$ cat config.mk
export PLATFORM = sky130hd
export DESIGN_NAME = tx_desc_ring_engine
export DESIGN_NICKNAME = d
export VERILOG_FILES = /design/src/rtl/tdr_pkg.sv /design/src/rtl/tdr_ring_ptr.sv /design/src/rtl/tdr_byte_ser.sv /design/src/rtl/tx_desc_ring_engine.sv
export SDC_FILE = /design/constraint.sdc
export NUM_CORES = 1
export LEC_CHECK = 0
export ABC_AREA = 1
export BUFFER_PORTS_ARGS = -buffer_cell sky130_fd_sc_hd__buf_2
export CELL_PAD_IN_SITES_DETAIL_PLACEMENT = 1
export CELL_PAD_IN_SITES_GLOBAL_PLACEMENT = 2
export CORE_ASPECT_RATIO = 1.4
export CORE_UTILIZATION = 31
export DETAILED_ROUTE_END_ITERATION = 12
export PLACE_DENSITY_LB_ADDON = 0.1
export SETUP_SLACK_MARGIN = 0.1
export SLEW_MARGIN = 20
export SYNTH_ARGS = -nofsm -noshare
export SYNTH_HDL_FRONTEND = slang
export SYNTH_SLANG_ARGS = --single-unit
export TNS_END_PERCENT = 50
$ cat constraint.sdc
create_clock -name clk -period 2.5 [get_ports clk]
set_input_delay 0 -clock clk [delete_from_list [all_inputs] [get_ports clk]]
set_output_delay 0 -clock clk [all_outputs]
set_load 0.01 [all_outputs]
$ cat src/rtl/tdr_pkg.sv
// Shared constants and types for the transmit descriptor ring engine.
// Assumes a 32-bit control word with fixed field positions.
package tdr_pkg;
    localparam int LEN_W   = 11;
    localparam int B_LAST  = 15;
    localparam int B_NOCRC = 16;
    localparam int B_EXH   = 27;
    localparam int B_UNDR  = 28;
    localparam int B_RETRY = 29;
    localparam int B_WRAP  = 30;
    localparam int B_USED  = 31;

    typedef enum logic [3:0] {
        ST_IDLE, ST_RDC, ST_RDA, ST_LDADR, ST_RDW, ST_LAT, ST_EMIT, ST_WB, ST_XWB
    } tdr_state_e;
endpackage

$ cat src/rtl/tdr_ring_ptr.sv
// Ring position register: holds the ring base and the entry index and
// forms the two descriptor word addresses. Assumes AW >= 2; address
// arithmetic wraps modulo 2**AW.
module tdr_ring_ptr #(
    parameter int AW = 16
) (
    input  logic          clk,
    input  logic          rst_n,
    input  logic          base_we,
    input  logic [AW-1:0] base_in,
    input  logic          adv,
    input  logic          wrap,
    output logic [AW-1:0] adr_word_o,
    output logic [AW-1:0] ctl_word_o
);
    localparam int IW = AW - 1;

    logic [AW-1:0] base_q;
    logic [IW-1:0] idx_q;

    // Base load restarts at entry 0; advance steps or returns to base.
    always_ff @(posedge clk) begin
        if (!rst_n) begin
            base_q <= '0;
            idx_q  <= '0;
        end else if (base_we) begin
            base_q <= base_in;
            idx_q  <= '0;
        end else if (adv) begin
            idx_q <= wrap ? '0 : idx_q + IW'(1);
        end
    end

    assign adr_word_o = base_q + {idx_q, 1'b0};
    assign ctl_word_o = adr_word_o + AW'(1);


    wrap_rtn_chk: assert property (@(posedge clk) disable iff (!rst_n)
        (adv && wrap && !base_we) |=> (adr_word_o == base_q));

    base_rst_chk: assert property (@(posedge clk) disable iff (!rst_n)
        base_we |=> (adr_word_o == $past(base_in)));
endmodule

$ cat src/rtl/tdr_byte_ser.sv
// Word-to-byte serializer: holds one fetched 32-bit word and the bytes
// left in the current buffer, and steps out bytes lane 0 first.
// Assumes step is only given while bytes remain.
module tdr_byte_ser #(
    parameter int LEN_W = tdr_pkg::LEN_W
) (
    input  logic             clk,
    input  logic             rst_n,
    input  logic             load_len,
    input  logic [LEN_W-1:0] len_in,
    input  logic             load_word,
    input  logic [31:0]      word_in,
    input  logic             step,
    output logic [7:0]       byte_o,
    output logic             word_end,
    output logic             buf_end
);
    logic [31:0]      word_q;
    logic [1:0]       lane_q;
    logic [LEN_W-1:0] remain_q;

    // Remaining-byte counter, loaded per buffer and counted down per byte.
    always_ff @(posedge clk) begin
        if (!rst_n)        remain_q <= '0;
        else if (load_len) remain_q <= len_in;
        else if (step)     remain_q <= remain_q - LEN_W'(1);
    end

    // Word holder and lane pointer, restarted on every new word.
    always_ff @(posedge clk) begin
        if (!rst_n) begin
            word_q <= '0;
            lane_q <= '0;
        end else if (load_word) begin
            word_q <= word_in;
            lane_q <= '0;
        end else if (step) begin
            lane_q <= lane_q + 2'd1;
        end
    end

    assign byte_o   = word_q[{lane_q, 3'b000} +: 8];
    assign word_end = (lane_q == 2'd3);
    assign buf_end  = (remain_q == LEN_W'(1));


    no_underflow_chk: assert property (@(posedge clk) disable iff (!rst_n)
        step |-> (remain_q != '0));
endmodule

$ cat src/rtl/tx_desc_ring_engine.sv
// Transmit descriptor ring engine: fetches descriptors, streams buffer
// bytes, writes completion back into each control word. Assumes memory
// returns read data one cycle after a read request and never stalls,
// and that the byte sink always accepts.
module tx_desc_ring_engine
    import tdr_pkg::*;
#(
    parameter int AW = 16
) (
    input  logic          clk,
    input  logic          rst_n,
    input  logic          base_we,
    input  logic [AW-1:0] base_wdata,
    input  logic          start,
    input  logic          halt,
    output logic          busy,
    output logic          mem_req,
    output logic          mem_we,
    output logic [AW-1:0] mem_addr,
    output logic [31:0]   mem_wdata,
    input  logic [31:0]   mem_rdata,
    input  logic          underrun_in,
    input  logic          retry_in,
    output logic          tx_valid,
    output logic [7:0]    tx_data,
    output logic          tx_last,
    output logic          tx_crc,
    output logic          tx_abort
);
    tdr_state_e    state_q, state_d;
    logic [31:0]   ctrl_q;
    logic [AW-1:0] bufp_q;
    logic          in_frame_q, halt_q;
    logic [AW-1:0] adr_word, ctl_word;
    logic          adv, ctrl_ld, bufp_ld, bufp_inc, frame_set, frame_clr;
    logic          ld_len, ld_word, step, word_end, buf_end;

    tdr_ring_ptr #(.AW(AW)) u_ptr (
        .clk(clk), .rst_n(rst_n), .base_we(base_we), .base_in(base_wdata),
        .adv(adv), .wrap(ctrl_q[B_WRAP]),
        .adr_word_o(adr_word), .ctl_word_o(ctl_word)
    );

    tdr_byte_ser #(.LEN_W(LEN_W)) u_ser (
        .clk(clk), .rst_n(rst_n), .load_len(ld_len), .len_in(ctrl_q[LEN_W-1:0]),
        .load_word(ld_word), .word_in(mem_rdata), .step(step),
        .byte_o(tx_data), .word_end(word_end), .buf_end(buf_end)
    );

    // Sequencer: next state, memory access and stream strobes.
    always_comb begin
        state_d   = state_q;
        mem_req   = 1'b0;
        mem_we    = 1'b0;
        mem_addr  = ctl_word;
        mem_wdata = ctrl_q;
        adv = 1'b0; ctrl_ld = 1'b0; bufp_ld = 1'b0; bufp_inc = 1'b0;
        frame_set = 1'b0; frame_clr = 1'b0;
        ld_len = 1'b0; ld_word = 1'b0; step = 1'b0;
        tx_valid = 1'b0; tx_abort = 1'b0;
        unique case (state_q)
            ST_IDLE: if (start) state_d = ST_RDC;
            ST_RDC: begin
                mem_req = 1'b1;
                state_d = ST_RDA;
            end
            ST_RDA: begin
                if (!in_frame_q && halt_q) begin
                    state_d = ST_IDLE;
                end else if (mem_rdata[B_USED]) begin
                    ctrl_ld = in_frame_q;
                    state_d = in_frame_q ? ST_XWB : ST_IDLE;
                end else begin
                    ctrl_ld  = 1'b1;
                    mem_req  = 1'b1;
                    mem_addr = adr_word;
                    state_d  = ST_LDADR;
                end
            end
            ST_LDADR: begin
                bufp_ld = 1'b1;
                ld_len  = 1'b1;
                state_d = (ctrl_q[LEN_W-1:0] == '0) ? ST_WB : ST_RDW;
            end
            ST_RDW: begin
                mem_req  = 1'b1;
                mem_addr = bufp_q;
                state_d  = ST_LAT;
            end
            ST_LAT: begin
                ld_word  = 1'b1;
                bufp_inc = 1'b1;
                state_d  = ST_EMIT;
            end
            ST_EMIT: begin
                tx_valid = 1'b1;
                step     = 1'b1;
                if (buf_end)       state_d = ST_WB;
                else if (word_end) state_d = ST_RDW;
            end
            ST_WB: begin
                mem_req = 1'b1;
                mem_we  = 1'b1;
                mem_wdata[B_USED]  = 1'b1;
                mem_wdata[B_UNDR]  = ctrl_q[B_LAST] & underrun_in;
                mem_wdata[B_RETRY] = ctrl_q[B_LAST] & retry_in;
                adv = 1'b1;
                if (ctrl_q[B_LAST]) begin
                    frame_clr = 1'b1;
                    state_d   = halt_q ? ST_IDLE : ST_RDC;
                end else begin
                    frame_set = 1'b1;
                    state_d   = ST_RDC;
                end
            end
            ST_XWB: begin
                mem_req  = 1'b1;
                mem_we   = 1'b1;
                mem_wdata[B_EXH] = 1'b1;
                tx_abort  = 1'b1;
                frame_clr = 1'b1;
                state_d   = ST_IDLE;
            end
            default: state_d = ST_IDLE;
        endcase
    end

    // State, latched control word, buffer pointer and frame flag.
    always_ff @(posedge clk) begin
        if (!rst_n) begin
            state_q    <= ST_IDLE;
            ctrl_q     <= '0;
            bufp_q     <= '0;
            in_frame_q <= 1'b0;
        end else begin
            state_q <= state_d;
            if (ctrl_ld)       ctrl_q <= mem_rdata;
            if (bufp_ld)       bufp_q <= mem_rdata[AW-1:0];
            else if (bufp_inc) bufp_q <= bufp_q + AW'(1);
            if (frame_clr)      in_frame_q <= 1'b0;
            else if (frame_set) in_frame_q <= 1'b1;
        end
    end

    // Pending halt: armed while busy, dropped whenever the engine goes idle.
    always_ff @(posedge clk) begin
        if (!rst_n)                                       halt_q <= 1'b0;
        else if (state_q != ST_IDLE && state_d == ST_IDLE) halt_q <= 1'b0;
        else if (halt && state_q != ST_IDLE)              halt_q <= 1'b1;
    end

    assign busy    = (state_q != ST_IDLE);
    assign tx_last = tx_valid && buf_end && ctrl_q[B_LAST];
    assign tx_crc  = tx_last && !ctrl_q[B_NOCRC];


    idle_quiet_chk: assert property (@(posedge clk) disable iff (!rst_n)
        !busy |-> (!mem_req && !tx_valid));

    start_busy_chk: assert property (@(posedge clk) disable iff (!rst_n)
        (!busy && start) |=> busy);

    wb_used_chk: assert property (@(posedge clk) disable iff (!rst_n)
        mem_we |-> mem_wdata[B_USED]);

    last_valid_chk: assert property (@(posedge clk) disable iff (!rst_n)
        tx_last |-> tx_valid);

    abort_stop_chk: assert property (@(posedge clk) disable iff (!rst_n)
        tx_abort |=> !busy);
endmodule

# Word-level counts from Yosys, hierarchy flattened
# Cells that the tools add are included.
classes:
  n_addsub: 6
  multipliers: 0
  n_div: 0
  n_lt_le_gt_ge: 0
  n_eq_ne: 10
  n_shift: 1
  muxes: 37
  n_bitwise: 3
  n_reduce_logical: 20
ops:
  columns: ["cell", "count"]
  rows:
  - ["$mux W16", 4]
  - ["$add A16 B1 Y16 const B", 2]
  - ["$pmux W16 S2", 1]
  - ["$pmux W4 S8", 1]
  - ["$shiftx A32 B6 Y8", 1]
  - ["$mux W4", 6]
  - ["$mux W11", 2]
  - ["$mux W1", 18]
  - ["$add A16 B16 Y16", 1]
  - ["$eq A4 B3 Y1 const B", 4]
  - ["$add A15 B1 Y15 const B", 1]
  - ["$mux W15", 1]
  - ["$eq A11 B1 Y1 const B", 1]
  - ["$logic_not A11 Y1", 1]
  - ["$sub A11 B1 Y11 const B", 1]
  - ["$reduce_or A2 Y1", 5]
  - ["$eq A4 B2 Y1 const B", 2]
  - ["$logic_not A4 Y1", 2]
  - ["$logic_and A1 B1 Y1", 6]
  - ["$eq A4 B1 Y1 const B", 1]
  - ["$eq A4 B4 Y1 const B", 1]
  - ["$mux W2", 2]
  - ["$pmux W1 S2", 2]
  - ["$reduce_bool A2 Y1", 2]
  - ["other kinds (7)", 9]
word_totals:
  regBits: 130
  latchBits: 0
  ram_bits: 0
  mem_bits_ro: 0
  input_bits: 55
  out_inout_bits: 63
  wordCells: 87
  n_memories: 0

# Longest topological paths before layout
logic_depth:
  depth_word: 7
  ltp_mapped: 16
  mapped_depth_nobuf: 16

# Cells and area by module
# A second synthesis with hierarchy kept.
unflattened:
  hier_cells: 1184
  area_unflattened_um2: 7761.2
by_module_without_submodules:
  columns: ["module", "n_inst", "cells_each", "area_each_um2", "seq_area_each_um2"]
  rows:
  - ["tx_desc_ring_engine", 1, 484, 3193.1, 1081.0]
  - ["tdr_ring_ptr", 1, 393, 2434.8, 620.6]
  - ["tdr_byte_ser", 1, 307, 2133.3, 900.9]

# Worst setup path after synthesis
# OpenSTA, ideal clock, no wires.
synth_path:
  path_kind: "reg2out"
  from: "reg u_ptr.idx_q[0]"
  to: "out mem_addr[13]"
  t_arrival_ns: 2.137
  required_time_ns: 2.500
  path_slack_ns: 0.363
  path_stages_with_launch: 13
  path_buffers: 0
  cell_sequence: "dfxtp_1 ha_1 fa_1 nand3_1 nor2_2 nand3_2 nor2_4 nand3_4 nor3_2 nand2_1 nand2_1 nand3_1 nand2_1"
synth_between:
  elab_chain_len: 5
synth_lines:
  columns: ["element", "line", "source"]
  rows:
  - ["start, declared", "tdr_ring_ptr.sv:19", "logic [IW-1:0] idx_q;"]
  - ["start signal, assigned", "tdr_ring_ptr.sv:30", "idx_q <= wrap ? '0 : idx_q + IW'(1);"]
  - ["$add A16 B16 Y16 *", "tdr_ring_ptr.sv:34", "assign adr_word_o = base_q + {idx_q, 1'b0};"]
  - ["$add A16 B1 Y16", "tdr_ring_ptr.sv:35", "assign ctl_word_o = adr_word_o + AW'(1);"]
  - ["$mux W16", "tx_desc_ring_engine.sv:70", "end else if (mem_rdata[B_USED]) begin"]
  - ["$mux W16", "tx_desc_ring_engine.sv:68", "if (!in_frame_q && halt_q) begin"]
  - ["$pmux W16 S2 *", "tx_desc_ring_engine.sv:61", "unique case (state_q)"]
  - ["end, declared", "tx_desc_ring_engine.sv:19", "output logic [AW-1:0] mem_addr,"]
# Every way passes the cells marked *; elsewhere a longest branch is shown, timed or not.

# Worst setup path in the final report
layout_path:
  from: "reg u_ptr.idx_q[0]"
  to: "out mem_addr[10]"
# The elaborated chain is that of the path after synthesis.

==> metrics.md <==
| Metric | Value |
|---|---|
| Layout Area Growth over Synthesis | `26.2%` |
| Final Setup Violations | `9` |
| Synth Area in XOR/XNOR | `1.74%` |
| Adder-Cell Fraction of Synth Area | `3.59%` |
| EDFF count, synth | `0` |
| GRT Resource Usage Total | `22.4%` |
| Reg2Reg Depth | `8` |
| VDD IR max | `0.000477 V` |
| Pins Over Slew Limit | `0` |
| Post-layout nets | `1,344` |
| Root Buffer | `clkbuf_16` |
| Crit path cell chain | `ha_4, fa_2, nand2_2, nor2_4, nand3_2, nor2_4, nand3_4, nor3_4, o21ai_1, nand2_1, o21ai_1, buf_2` |
| Skew-Pair Late Insertion Delay | `0.43 ns` |
| Mux contribution to synthesized area | `0%` |
| Status | `finished with violations` |
| Max Cap Viol | `0` |
| N_diodes | `0` |
| Seq/Total Area, Yosys | `34.5%` |
| First-pass GRT wire length | `42,900 µm` |
| Tcrit/Tclk final | `109%` |
| Cell area after layout | `0.00951 mm²` |
| Max transition margin | `56.0%` |
| Post-route antenna net violation count | `0` |
| Synth area leader | `dfxtp_1` |
| RSZ-0062 raised after global routing | `true` |
| DRC Markers | `0` |
| Total length of routed wires | `26,600 µm` |
| Metal1 wirelength | `10,600 µm` |
| Die area | `0.0249 mm²` |
| Placed cell count | `1,505` |
| Buf+Inv Stages, Crit Path | `1` |
| Fill cells | `3,100` |
| Critical Path AT | `2.74 ns` |
| Die Y | `186 µm` |
| Top-area cell type share of the netlist area | `34.5%` |
| Hold depth | `3` |
| Post-synth top cells | `nor2_1 (211), nand2_1 (196), dfxtp_1 (130), o21ai_0 (123), inv_1 (110)` |
| Delay-heaviest family, CP | `simple AND/OR/NAND/NOR gates` |
| Crit-path slowest cell | `fa_2` |
| Initial Util | `31.5%` |
| Avg WL per Cell | `16.7 µm` |
| Tmin final | `2.74 ns` |
| Cell variety after synth | `50` |
| Reg clk slew, reported paths | `0.06 ns` |
| CTS tree | `built` |
| CTS sink cnt | `130` |
| Fin worst setup slack | `-0.235 ns` |
| CP startpoint kind | `register` |
| FF+latch count, synth | `130` |
| Remaining global-route overflow | `0` |
| Core ar. | `0.0239 mm²` |
| Setup Total Neg Slack | `-1.54 ns` |
| Cell Area, Synth | `0.00754 mm²` |
| Asr flop ratio synth | `0%` |
| Io pins | `118` |
| Fin cells | `1,590` |
| H-tree Lvls | `4` |
| Total iterations of the first detailed-routing run | `4` |
| Syn Inst Count | `1,123` |
| Top post-synthesis cells by area | `dfxtp_1 (35%), nor2_1 (11%), nand2_1 (9.8%)` |
| Count leader, synth | `nor2_1` |
| Max Used Layer | `met4` |
| Avg Cell Area, Syn | `6.71 µm²` |
| Kind of end point of the critical path | `output pin` |
| Chip Width | `134 µm` |
| Synth Flop Type | `dfxtp_1` |
| Final GP Congestion | `0.807` |
| TritonCTS Buffers | `17` |
| Crit-path max FO | `5` |
| Initial antenna violation count | `0` |
| Power Density | `572 mW/mm²` |
| Routed vias | `7,687` |
| FMAX | `366 MHz` |
| Yosys Warn Count | `0` |
| Critical path type | `reg2out` |
| DP Area | `0.00832 mm²` |
| Final hold vios | `0` |
| Largest stage delay on the critical path | `0.58 ns` |
| Largest family of logic cells by synthesized area | `simple AND/OR/NAND/NOR gates` |
| Hold Crit Class | `in2reg` |
| Critical path depth | `12` |
| Syn_nets | `1,199` |
| DR iter-0 viols | `248` |
| Met3 Wirelength | `524 µm` |
| Vias/cell | `4.83` |
| Simple-Gate Fraction of Synth Area | `32.2%` |
| CP Data Required Time | `2.50 ns` |
| Failing checks | `negative setup slack` |
| Worst-Margin Slew | `0.655 ns` |
| Met2 routed WL | `14,800 µm` |
| Vias in the first global route | `8,181` |
| DP HPWL | `20,200 µm` |
| Pleak | `0.00427 µW` |
| Final Skew | `0.00796 ns` |
| Complex-gate fraction of the synthesized area | `17.0%` |
| Largest net degree at the start of global routing | `84` |
| Port Buffers | `117` |
| Share of cells above drive strength 1 | `20.3%` |
| Row Count | `67` |
| Clock Tree Buf Depth | `2` |
## report_power, final
part / internal (µW) / switching, µW
Combinational: 294 / 452
Sequential: 2150 / 61.9
Clock: 1510 / 981
## routing by layer
layer / vias up / GRT usage, %
met5: - / 0
met4: 0 / 8.17
met3: 29 / 3.37
met2: 99 / 44.4
met1: 3632 / 22.9
li1: 3927 / -
## worst min-delay path, stage by stage
cell     delay (ns)
buf_2          0.22
o21ai_0        0.20
nor2_1         0.05
## worst paths after layout
check,from,endpoint,slack (ns)
setup / recovery,u_ptr.idx_q[0]$_SDFFE_PP0P_,mem_addr[10],-0.24
hold / removal,base_we,u_ptr.base_q[1]$_SDFFE_PN0P_,0.08
setup reg to reg,state_q[2]$_SDFF_PN0_,u_ser.remain_q[5]$_SDFFE_PN0P_,0.56
hold reg to reg,ctrl_q[29]$_SDFFE_PN0P_,ctrl_q[29]$_SDFFE_PN0P_,0.45
## cells by family after synthesis
kind of cell    Yosys count
buf+inv                 188
xor+xnor                 15
simple gates            537
flops                   130
fa+ha+maj                21
compound gates          232
## final cells by class
class	count	area, µm²	area share (%)
sequential	130	2610	27.4
multi-input combinational	805	4190	44.1
inverter	120	450	4.74
clock buffer	21	460	4.84
clock inverter	10	109	1.14
timing repair buffer	194	1300	13.7
tap	310	388	4.08
## through the flow
stage	setup WS [ns]	utilization, %	hold WS (ns)	power (µW)
floorplan	0.363	-	0.135	2680
global placement	0.103	34.8	0.231	2940
detailed placement	0.0715	34.8	0.232	2940
CTS	-0.317	39.5	0.0682	5520
global route	-0.378	39.8	0.0840	5710
finish	-0.235	39.8	0.0773	5440
## registers in the layout, indices dropped and copies added (netlist names)
| register | flops |
|---|---|
| state_q | 4 |
| bufp_q | 16 |
| ctrl_q | 32 |
| in_frame_q | 1 |
| u_ptr.base_q | 16 |
| halt_q | 1 |
| u_ser.word_q | 32 |
| u_ptr.idx_q | 15 |
| u_ser.remain_q | 11 |
| u_ser.lane_q | 2 |
## cell usage in the layout (no fill, tap or decap), types with 4 or more instances in the layout
cell,netlist,layout
nor2_2,12,10
dlygate4sd3_1,0,50
o22ai_1,17,17
dfxtp_1,130,126
o21ai_0,123,123
nor3_1,12,12
a31oi_1,19,19
inv_2,9,9
nand3_2,10,11
ha_1,20,16
clkinv_2,0,5
o211ai_1,5,5
nand2_1,196,195
a21oi_1,42,42
xor2_1,12,12
nand2_2,21,22
o21bai_1,4,4
nor2_4,5,9
o21ai_1,7,7
nand4_1,12,12
clkbuf_16,0,17
nor2_1,211,209
buf_2,6,117
buf_4,29,26
nand3_1,36,35
inv_1,110,110
## timing repair
action / in CTS / in global routing
endpoints found under the hold margin: 97 / 0
pin swaps: 8 / 12
setup endpoints to repair: 12 / 13
setup buffers: 1 / 3
gates resized for setup: 11 / 12
cloned: 0 / 0
hold buffers: 50 / 0
(Power assumes the default switching activity.)
